===== src/rtl/acr_pkg.sv =====
package acr_pkg;

    localparam int CHAR_MAX = 9;
    localparam int IDX_W    = $clog2(CHAR_MAX + 1);

    typedef enum logic [2:0] {
        ST_IDLE,
        ST_START,
        ST_DATA,
        ST_PAR,
        ST_STOP
    } rx_state_e;

    // Number of data bits for a length code.
    function automatic logic [IDX_W-1:0] char_bits(input logic [1:0] code);
        logic [IDX_W-1:0] n;
        case (code)
            2'b00:   n = IDX_W'(7);
            2'b01:   n = IDX_W'(8);
            default: n = IDX_W'(9);
        endcase
        return n;
    endfunction

endpackage


===== src/rtl/acr_line_sync.sv =====
module acr_line_sync #(
    parameter int STAGES = 2
) (
    input  logic clk,
    input  logic rst_n,
    input  logic line_in,
    input  logic invert,
    output logic line_o
);
    logic [STAGES-1:0] sync_d, sync_q;
    logic              level;

    // Polarity is corrected before the chain so reset matches the idle level.
    assign level = line_in ^ invert;

    generate
        if (STAGES == 1) begin : g_one
            always_comb sync_d = level;
        end else begin : g_many
            always_comb sync_d = {sync_q[STAGES-2:0], level};
        end
    endgenerate

    always_ff @(posedge clk or negedge rst_n) begin
        if (!rst_n) sync_q <= '1;
        else        sync_q <= sync_d;
    end

    assign line_o = sync_q[STAGES-1];
endmodule


===== src/rtl/acr_bit_timer.sv =====
module acr_bit_timer #(
    parameter int DIV_W = 7
) (
    input  logic             clk,
    input  logic             rst_n,
    input  logic             op_en,
    input  logic             active,
    input  logic             half_sel,
    input  logic [DIV_W-1:0] div_n,
    output logic             sample_o
);
    localparam int CNT_W = DIV_W + 1;

    logic [CNT_W-1:0] cnt_d, cnt_q;
    logic [CNT_W-1:0] target;

    always_comb begin
        // Half bit: N+1 ticks; full bit: 2N+2 ticks.
        target   = half_sel ? {1'b0, div_n} : {div_n, 1'b1};
        cnt_d    = cnt_q;
        sample_o = 1'b0;
        if (!active) begin
            cnt_d = '0;
        end else if (op_en) begin
            if (cnt_q == target) begin
                sample_o = 1'b1;
                cnt_d    = '0;
            end else begin
                cnt_d = cnt_q + CNT_W'(1);
            end
        end
    end

    always_ff @(posedge clk or negedge rst_n) begin
        if (!rst_n) cnt_q <= '0;
        else        cnt_q <= cnt_d;
    end
endmodule


===== src/rtl/acr_frame_fsm.sv =====
module acr_frame_fsm
    import acr_pkg::*;
(
    input  logic                clk,
    input  logic                rst_n,
    input  logic                op_en,
    input  logic                line_b,
    input  logic                sample_i,
    input  logic [1:0]          char_len,
    input  logic [1:0]          par_mode,
    input  logic                msb_first,
    output logic                active_o,
    output logic                half_sel_o,
    output logic                fin_o,
    output logic [CHAR_MAX-1:0] fin_data,
    output logic                fin_perr,
    output logic                fin_ferr
);
    typedef struct packed {
        rx_state_e           st;
        logic [IDX_W-1:0]    idx;
        logic [CHAR_MAX-1:0] shreg;
        logic                par_acc;
        logic                perr;
    } fsm_t;

    fsm_t             fsm_d, fsm_q;
    logic [IDX_W-1:0] nbits;
    logic [IDX_W-1:0] pos;

    always_comb begin
        fsm_d    = fsm_q;
        fin_o    = 1'b0;
        fin_ferr = 1'b0;
        nbits    = char_bits(char_len);
        pos      = msb_first ? (nbits - IDX_W'(1) - fsm_q.idx) : fsm_q.idx;

        case (fsm_q.st)
            ST_IDLE: begin
                if (op_en && !line_b) begin
                    fsm_d.st      = ST_START;
                    fsm_d.idx     = '0;
                    fsm_d.shreg   = '0;
                    fsm_d.par_acc = 1'b0;
                    fsm_d.perr    = 1'b0;
                end
            end
            ST_START: begin
                if (sample_i) begin
                    // A start bit must still be low at its middle.
                    fsm_d.st = line_b ? ST_IDLE : ST_DATA;
                end
            end
            ST_DATA: begin
                if (sample_i) begin
                    for (int i = 0; i < CHAR_MAX; i++) begin
                        if (IDX_W'(i) == pos) fsm_d.shreg[i] = line_b;
                    end
                    fsm_d.par_acc = fsm_q.par_acc ^ line_b;
                    fsm_d.idx     = fsm_q.idx + IDX_W'(1);
                    if (fsm_q.idx == nbits - IDX_W'(1)) begin
                        fsm_d.st = (par_mode != 2'b00) ? ST_PAR : ST_STOP;
                    end
                end
            end
            ST_PAR: begin
                if (sample_i) begin
                    // Even (10): error if total odd. Odd (11): error if total even.
                    fsm_d.perr = par_mode[1] & (fsm_q.par_acc ^ line_b ^ par_mode[0]);
                    fsm_d.st   = ST_STOP;
                end
            end
            ST_STOP: begin
                if (sample_i) begin
                    fin_o    = 1'b1;
                    fin_ferr = ~line_b;
                    fsm_d.st = ST_IDLE;
                end
            end
            default: fsm_d.st = ST_IDLE;
        endcase
    end

    always_ff @(posedge clk or negedge rst_n) begin
        if (!rst_n) begin
            fsm_q.st      <= ST_IDLE;
            fsm_q.idx     <= '0;
            fsm_q.shreg   <= '0;
            fsm_q.par_acc <= 1'b0;
            fsm_q.perr    <= 1'b0;
        end else begin
            fsm_q <= fsm_d;
        end
    end

    assign active_o   = (fsm_q.st != ST_IDLE);
    assign half_sel_o = (fsm_q.st == ST_START);
    assign fin_data   = fsm_q.shreg;
    assign fin_perr   = fsm_q.perr;
endmodule


===== src/rtl/acr_result_reg.sv =====
module acr_result_reg
    import acr_pkg::*;
(
    input  logic                clk,
    input  logic                rst_n,
    input  logic                fin_i,
    input  logic [CHAR_MAX-1:0] fin_data,
    input  logic                fin_perr,
    input  logic                fin_ferr,
    input  logic                rd_strobe,
    input  logic                flag_clr,
    output logic [CHAR_MAX-1:0] rx_data,
    output logic                done_pulse,
    output logic                err_pulse,
    output logic                frame_err,
    output logic                parity_err,
    output logic                overrun_err
);
    typedef struct packed {
        logic [CHAR_MAX-1:0] data;
        logic                done;
        logic                err;
        logic                fe;
        logic                pe;
        logic                oe;
        logic                unread;
    } res_t;

    res_t res_d, res_q;
    logic ovr;

    always_comb begin
        res_d      = res_q;
        res_d.done = 1'b0;
        res_d.err  = 1'b0;
        ovr        = res_q.unread & ~rd_strobe;
        if (flag_clr) begin
            res_d.fe = 1'b0;
            res_d.pe = 1'b0;
            res_d.oe = 1'b0;
        end
        if (rd_strobe) res_d.unread = 1'b0;
        // Completion comes after the clear, so a new error wins.
        if (fin_i) begin
            res_d.data   = fin_data;
            res_d.done   = 1'b1;
            res_d.err    = fin_perr | fin_ferr | ovr;
            res_d.unread = 1'b1;
            if (fin_ferr) res_d.fe = 1'b1;
            if (fin_perr) res_d.pe = 1'b1;
            if (ovr)      res_d.oe = 1'b1;
        end
    end

    always_ff @(posedge clk or negedge rst_n) begin
        if (!rst_n) res_q <= '0;
        else        res_q <= res_d;
    end

    assign rx_data     = res_q.data;
    assign done_pulse  = res_q.done;
    assign err_pulse   = res_q.err;
    assign frame_err   = res_q.fe;
    assign parity_err  = res_q.pe;
    assign overrun_err = res_q.oe;
endmodule


===== src/rtl/async_char_rx.sv =====
module async_char_rx
    import acr_pkg::*;
#(
    parameter int DIV_W       = 7,
    parameter int SYNC_STAGES = 2
) (
    input  logic                clk,
    input  logic                rst_n,
    input  logic                op_en,
    input  logic                rx_line,
    input  logic [DIV_W-1:0]    div_n,
    input  logic [1:0]          char_len,
    input  logic [1:0]          par_mode,
    input  logic                msb_first,
    input  logic                line_inv,
    input  logic                rd_strobe,
    input  logic                flag_clr,
    output logic [CHAR_MAX-1:0] rx_data,
    output logic                done_pulse,
    output logic                err_pulse,
    output logic                frame_err,
    output logic                parity_err,
    output logic                overrun_err
);
    logic                line_b;
    logic                sample;
    logic                active;
    logic                half_sel;
    logic                fin;
    logic [CHAR_MAX-1:0] fin_data;
    logic                fin_perr;
    logic                fin_ferr;

    acr_line_sync #(.STAGES(SYNC_STAGES)) u_sync (
        .clk     (clk),
        .rst_n   (rst_n),
        .line_in (rx_line),
        .invert  (line_inv),
        .line_o  (line_b)
    );

    acr_bit_timer #(.DIV_W(DIV_W)) u_timer (
        .clk      (clk),
        .rst_n    (rst_n),
        .op_en    (op_en),
        .active   (active),
        .half_sel (half_sel),
        .div_n    (div_n),
        .sample_o (sample)
    );

    acr_frame_fsm u_fsm (
        .clk        (clk),
        .rst_n      (rst_n),
        .op_en      (op_en),
        .line_b     (line_b),
        .sample_i   (sample),
        .char_len   (char_len),
        .par_mode   (par_mode),
        .msb_first  (msb_first),
        .active_o   (active),
        .half_sel_o (half_sel),
        .fin_o      (fin),
        .fin_data   (fin_data),
        .fin_perr   (fin_perr),
        .fin_ferr   (fin_ferr)
    );

    acr_result_reg u_res (
        .clk         (clk),
        .rst_n       (rst_n),
        .fin_i       (fin),
        .fin_data    (fin_data),
        .fin_perr    (fin_perr),
        .fin_ferr    (fin_ferr),
        .rd_strobe   (rd_strobe),
        .flag_clr    (flag_clr),
        .rx_data     (rx_data),
        .done_pulse  (done_pulse),
        .err_pulse   (err_pulse),
        .frame_err   (frame_err),
        .parity_err  (parity_err),
        .overrun_err (overrun_err)
    );
endmodule


===== config.mk =====
export PLATFORM = sky130hd
export DESIGN_NAME = async_char_rx
export DESIGN_NICKNAME = d
export VERILOG_FILES = /design/src/rtl/acr_pkg.sv /design/src/rtl/acr_line_sync.sv /design/src/rtl/acr_bit_timer.sv /design/src/rtl/acr_frame_fsm.sv /design/src/rtl/acr_result_reg.sv /design/src/rtl/async_char_rx.sv
export SDC_FILE = /design/constraint.sdc
export NUM_CORES = 1
export LEC_CHECK = 0
export CORE_UTILIZATION = 65
export CTS_CLUSTER_SIZE = 10
export DETAILED_ROUTE_END_ITERATION = 16
export DONT_BUFFER_PORTS = 1
export MAX_ROUTING_LAYER = met4
export PLACE_DENSITY_LB_ADDON = 0.2
export RECOVER_POWER = 50
export SYNTH_ARGS = -nofsm -noshare
export SYNTH_HDL_FRONTEND = slang
export SYNTH_HIERARCHICAL = 1
export SYNTH_SLANG_ARGS = --single-unit

===== constraint.sdc =====
create_clock -name clk -period 9.2 [get_ports clk]
set_clock_uncertainty 0.1 [all_clocks]
set_input_delay 1.38 -clock clk [delete_from_list [all_inputs] [get_ports clk]]
set_output_delay 1.38 -clock clk [all_outputs]
set_load 0.01 [all_outputs]

# Word level (Yosys, flattened, before mapping)
# Cells that the tools add are included.
[classes]
multipliers = 0
magnitude_cmp = 0
n_eq_ne = 31
n_addsub = 4
n_reduce_logical = 22
n_mux = 40
div = 0
shifts = 0
n_bitwise = 9
[op_table]
columns = ["operator", "n"]
rows = [
  ["4-bit AND reduction", 9],
  ["8-bit 2-to-1 mux", 4],
  ["14-bit case mux with 2 select lines", 1],
  ["2-bit by 1-bit != test with 1-bit output, second input constant", 11],
  ["1-bit 2-to-1 mux", 21],
  ["18-bit 2-to-1 mux", 1],
  ["3-bit 2-to-1 mux", 6],
  ["17-bit 2-to-1 mux", 1],
  ["3-bit by 4-bit == test with 1-bit output, first input constant", 4],
  ["3-bit case mux with 5 select lines", 1],
  ["2-bit != test, second input constant", 5],
  ["8-bit by 1-bit adder with 8-bit output, second input constant", 1],
  ["2-bit by 4-bit == test with 1-bit output, first input constant", 2],
  ["8-bit == test", 1],
  ["4-bit case mux with 2 select lines", 1],
  ["2-bit nonzero test", 4],
  ["3-bit by 2-bit == test with 1-bit output, second input constant", 2],
  ["6-bit 2-to-1 mux", 1],
  ["3-bit AND reduction", 2],
  ["6-bit AND reduction", 1],
  ["4-bit by 1-bit adder with 4-bit output, second input constant", 1],
  ["1-bit by 4-bit == test with 1-bit output, first input constant", 1],
  ["4-bit == test", 1],
  ["4-bit == test, first input constant", 1],
  ["other kinds (18)", 23],
]
[totals]
output_inout_bits = 14
mem_bits_rw = 0
rom_bits = 0
n_memories = 0
regBits = 43
input_bits = 19
latch_bits = 0

# Depth between registers and ports, before layout
[depth]
ltp_word = 11
mapped_depth = 16
mapped_depth_nobuf = 12

# Cells and area by module
# The synthesis kept the hierarchy.
[by_module_without_submodules]
columns = ["mod", "cells_each", "seq_area_each_um2", "n_inst", "area_each_um2"]
rows = [
  ["acr_frame_fsm", 165, 450.4, 1, 1438.9],
  ["acr_result_reg", 41, 375.4, 1, 626.9],
  ["acr_bit_timer", 68, 200.2, 1, 625.6],
  ["acr_line_sync", 3, 52.6, 1, 61.3],
]

# Worst setup path before layout
# Ideal clock, no wire load.
[synth_path]
kind = "input-to-reg"
startpoint = "input port char_len[1]"
endpoint = "register u_fsm.fsm_q, in the netlist u_fsm/fin_data[1]"
required_ps = 9017
arrival_ps = 3759
cell_stages = 10
slack_ps = 5258
setup_ps = 83
cell_sequence = "buf_6 > or2_2 > ha_1 > ha_1 > nor2b_1 > or4_1 > and4_4 > buf_6 > nor4_1 > mux2i_1"
[synth_between]
elab_chain_cells = 8
elab_cells_between_ends = 9
[synth_lines]
columns = ["element", "line", "rtl"]
rows = [
  ["start: declaration", "async_char_rx.sv:12", "input logic [1:0] char_len,"],
  ["2-bit by 1-bit == test with 1-bit output / 2-bit zero test (equally long branches)", "acr_pkg.sv:17", "case (code)"],
  ["4-bit case mux with 2 select lines (*)", "acr_pkg.sv:17", ""],
  ["4-bit by 1-bit subtractor with 4-bit output (*)", "acr_frame_fsm.sv:36", "pos = msb_first ? (nbits - IDX_W'(1) - fsm_q.idx) : fsm_q.idx;"],
  ["4-bit subtractor (*)", "acr_frame_fsm.sv:36", ""],
  ["4-bit 2-to-1 mux (*)", "acr_frame_fsm.sv:36", ""],
  ["1-bit by 4-bit == test with 1-bit output (*)", "acr_frame_fsm.sv:57", "if (IDX_W'(i) == pos) fsm_d.shreg[i] = line_b;"],
  ["2-bit by 1-bit != test with 1-bit output (no source line) (*)", "-", ""],
  ["4-bit AND reduction (no source line) (*)", "-", ""],
  ["end signal: assignment", "acr_frame_fsm.sv:92", "fsm_q <= fsm_d;"],
  ["end: declaration", "acr_frame_fsm.sv:27", "fsm_t fsm_d, fsm_q;"],
]
# Mark *: on every way between the ends. The rest lies on a longest branch, timed or not.
# A chain may end at the register's enable or synchronous reset.

# Worst setup path in the final report
[layout_path]
startpoint = "register u_fsm/fsm_q[17] in the netlist's numbering"
endpoint = "register u_res.res_q, in the netlist u_res/rx_data[7]"
[layout_between]
elab_chain_cells = 8
elab_cells_between_ends = 10
[layout_lines]
columns = ["element", "line", "rtl"]
rows = [
  ["3-bit by 1-bit == test with 1-bit output", "acr_frame_fsm.sv:97", "assign half_sel_o = (fsm_q.st == ST_START);"],
  ["via half_sel", "async_char_rx.sv:28", "logic half_sel;"],
  ["8-bit 2-to-1 mux", "acr_bit_timer.sv:19", "target = half_sel ? {1'b0, div_n} : {div_n, 1'b1};"],
  ["8-bit == test", "acr_bit_timer.sv:25", "if (cnt_q == target) begin"],
  ["1-bit 2-to-1 mux", "acr_bit_timer.sv:25", ""],
  ["1-bit 2-to-1 mux", "acr_bit_timer.sv:24", "end else if (op_en) begin"],
  ["1-bit 2-to-1 mux", "acr_bit_timer.sv:22", "if (!active) begin"],
  ["via sample", "async_char_rx.sv:26", "logic sample;"],
  ["1-bit 2-to-1 mux", "acr_frame_fsm.sv:74", "if (sample_i) begin"],
  ["1-bit 2-to-1 mux", "acr_frame_fsm.sv:38", "case (fsm_q.st)"],
  ["via fin", "async_char_rx.sv:29", "logic fin;"],
  ["end signal: assignment", "acr_result_reg.sv:57", "else res_q <= res_d;"],
  ["end: declaration", "acr_result_reg.sv:29", "res_t res_d, res_q;"],
]
# The timed path passes the listed nets, and every way through them passes these cells.

==> flow_metrics.tcl <==
set metrics [dict create \
    postCtsSetupBuffers 0 \
    r2r-start "u_fsm/fsm_q[17]" \
    hold_class "register to register" \
    post_drt_wl_per_cell_um 16.26 \
    netlist_area_um2 2753 \
    place.gp.congestion 0.8394 \
    cts.sink_count 43 \
    fill_cells 332 \
    critical-path-max-stage-delay_ps 910 \
    cts.path.max_buffers 2 \
    crit_chain "nand2b_1 > nor2_1 > mux2i_1 > xnor2_1 > nor4_2 > and3_1 > and3_1 > inv_1 > nor2_1 > mux2_2" \
    period_needed_ps 4367 \
    synth_common_cells "41 x dfrtp_1, 25 x nand2_1, 18 x buf_4" \
    dp_hpwl_um 3387 \
    die_w_um 67.08 \
    fmax_ghz 0.2290 \
    holdPathStages 0 \
    p_comb_frac 0.276 \
    htree_levels 2 \
    postRouteAntennaNets 0 \
    yosys_warnings 6 \
    cp-end-kind "register" \
    synth_cells 277 \
    hold_path_startpoint "u_sync/sync_q[0]" \
    yosysSeqAreaShare 0.3918 \
    max_cap_violations 0 \
    slew_headroom 0.2192 \
    synth-main-ff-cell "dfrtp_1" \
    rsz0062_at_grt "no" \
    post-synth-top-count-cell "dfrtp_1" \
    setup_tns_ps 0 \
    r2r_cells 10 \
    ys_ff_latch 43 \
    worst-r2r-setup-slack_ps 4830 \
    hold_end "u_sync/sync_q[1]" \
    cts_tree "done" \
    start_util 0.6832 \
    routed-via-count 1899 \
    root_buffer "clkbuf_8" \
    synth_edf_count 0 \
    synth_area_leader_cell "dfrtp_1" \
    syn2layout_area_growth_pct -1.227 \
    cts_hold_buf 0 \
    pwr-share-seq 0.426 \
    p_int_uw 383.9 \
    start_kind "register" \
    p_leak_nw 1.178 \
    final-setup-viol-count 0 \
    cp.required_ps 9280 \
    final_nets 278 \
    path_class "register to register" \
    status "finished clean" \
    synth.top_cell.area_share 0.3727 \
    fin_crit_sh 0.4747 \
    peakVddDrop_uv 115.9 \
    grt_antenna_before_repair 0 \
    clk_latency_ps 290 \
    synth.area.top_cells "dfrtp_1 37%, mux2i_1 5.5%, buf_4 4.9%" \
    p_switching_uw 186.7 \
    vias_per_cell 6.267 \
    die_h_um 67.08 \
    io_buffers 0 \
    drc 0 \
    dr.pass1.iters 4 \
    avgSynthCellArea_um2 9.937 \
    antenna_cells 0 \
    async_flop_share 1.000 \
    row_count 23 \
    maxSlewViolCount 0 \
    clockPowerShare 0.298 \
    core_um2 4029 \
    synthesis.nets 303 \
    switching_share 0.3272 \
    critPathMaxFanout 15 \
    r2r-end "u_res/rx_data[7]" \
    grt_overflow 0 \
    grt_pass1_vias 1810 \
    drive_above_1_share 0.1067 \
    p_per_area_nw_per_um2 209.9 \
    io_pins 33 \
    grt_max_degree 44 \
    numCtsBuffers 5 \
    path_clk_slew_ps 80 \
    grt_pass1_wl_um 8031 \
    startpoint "u_fsm/fsm_q[17]" \
    post-route-util 0.6748 \
    crit_arrival_ps 4450 \
    drt_iter0_markers 105 \
    worst_pin_slew_ps 1167 \
    routed_wl_um 4926 \
    cts_resized 0 \
    synth.distinct_cells 55 \
    crit_slowest_cell "nor2_1" \
    dieArea_um2 4499 \
    hold_violations 0 \
    grt_usage 0.2509 \
]
[per-stage QoR]
| stage | std cells | area (um2) | worst slack [ps] | hold WS (ps) | power [mW] |
|---|---|---|---|---|---|
| finish | 303 | 2719 | 4833 | 265.0 | 0.5706 |
| global route | 303 | 2719 | 4498 | 274.7 | 0.6055 |
| CTS | 303 | 2719 | 4830 | 262.3 | 0.5738 |
| detailed placement | 295 | 2586 | 4834 | 248.5 | 0.3995 |
| global placement | 295 | 2586 | 4885 | 245.9 | 0.3952 |
| floorplan | 277 | 2753 | 5258 | 245.2 | 0.3803 |
[worst max-delay path: cells and delay by family, from the launching register on]
| family | cells | cell delay (ps) |
|---|---|---|
| and+or+nand+nor | 6 | 2760 |
| muxes | 2 | 710 |
| DFF | 1 | 450 |
| buffers and inverters | 1 | 130 |
| xor gates and xnor gates | 1 | 100 |
[registers in the layout, indices dropped and copies added, names as in the netlist]
signal,count
u_fsm/fin_data,9
u_fsm/fsm_q,8
u_res/parity_err,1
u_res/overrun_err,1
u_res/frame_err,1
u_res/done_pulse,1
u_res/err_pulse,1
u_sync/sync_q,2
u_res/res_q,1
u_fsm/fin_perr,1
u_timer/cnt_q,8
u_res/rx_data,9
[per-layer routing]
metal  up-vias  GRT usage  routed length [um]
li1        926          -                   -
met1       921     0.3175                2275
met2        48     0.3925                2335
met3         4    0.06164                 252
met4         0    0.07979                  63
met5         -          -                   0
[layout by cell type (no fill, tap or decap), types with 3 or more instances in the layout]
cell / count
ha_1: 6
inv_1: 9
a31oi_1: 4
xor2_1: 9
nand3_1: 7
mux2_2: 4
nor2_1: 14
mux2_4: 5
nor2b_1: 3
o21ai_0: 5
mux2i_1: 15
o22a_1: 3
nand2_1: 25
dfrtp_1: 41
nand4_1: 6
nand2b_1: 6
xnor2_1: 10
nor4_1: 7
a22o_1: 4
and3_1: 8
clkbuf_8: 5
a21oi_1: 6
and2_1: 4
o22ai_1: 3
a211oi_1: 4
nand3b_1: 3
[power by group through the flow]
| stage | logic [mW] | clock network (mW) | registers [mW] |
|---|---|---|---|
| 5_1_grt | 0.176 | 0.183 | 0.246 |
| 3_3_place_gp | 0.150 | 0 | 0.245 |
| 6_report | 0.157 | 0.170 | 0.243 |
| 3_5_place_dp | 0.153 | 0 | 0.246 |
| 2_1_floorplan | 0.154 | 0 | 0.227 |
| 4_1_cts | 0.156 | 0.175 | 0.242 |
[cell families after synthesis]
family	share of synthesized area
xor gates and xnor gates	0.06045
DFF	0.3918
adders and majority gates	0.03455
and+or+nand+nor	0.2073
AOI/OAI and AO/OA	0.1123
muxes	0.09818
buffers and inverters	0.09545
[layout make-up]
class,count,area [um2],area share
Sequential cell,43,1079,0.3967
Clock buffer,6,72.57,0.02669
Clock inverter,2,60.06,0.02209
Inverter,9,33.78,0.01243
Tap cell,50,62.56,0.02301
Multi-Input combinational cell,193,1411,0.5191
[how the worst max path moves through the flow]
stage,endpoint,cells past startpoint
floorplan,u_fsm/fin_data[1],10
global placement,u_res/rx_data[7],8
detailed placement,u_res/rx_data[7],8
CTS,u_res/rx_data[7],10
global route,u_res/rx_data[7],10
finish,u_res/rx_data[7],10
Note: power is estimated with default switching activity, not from simulation.
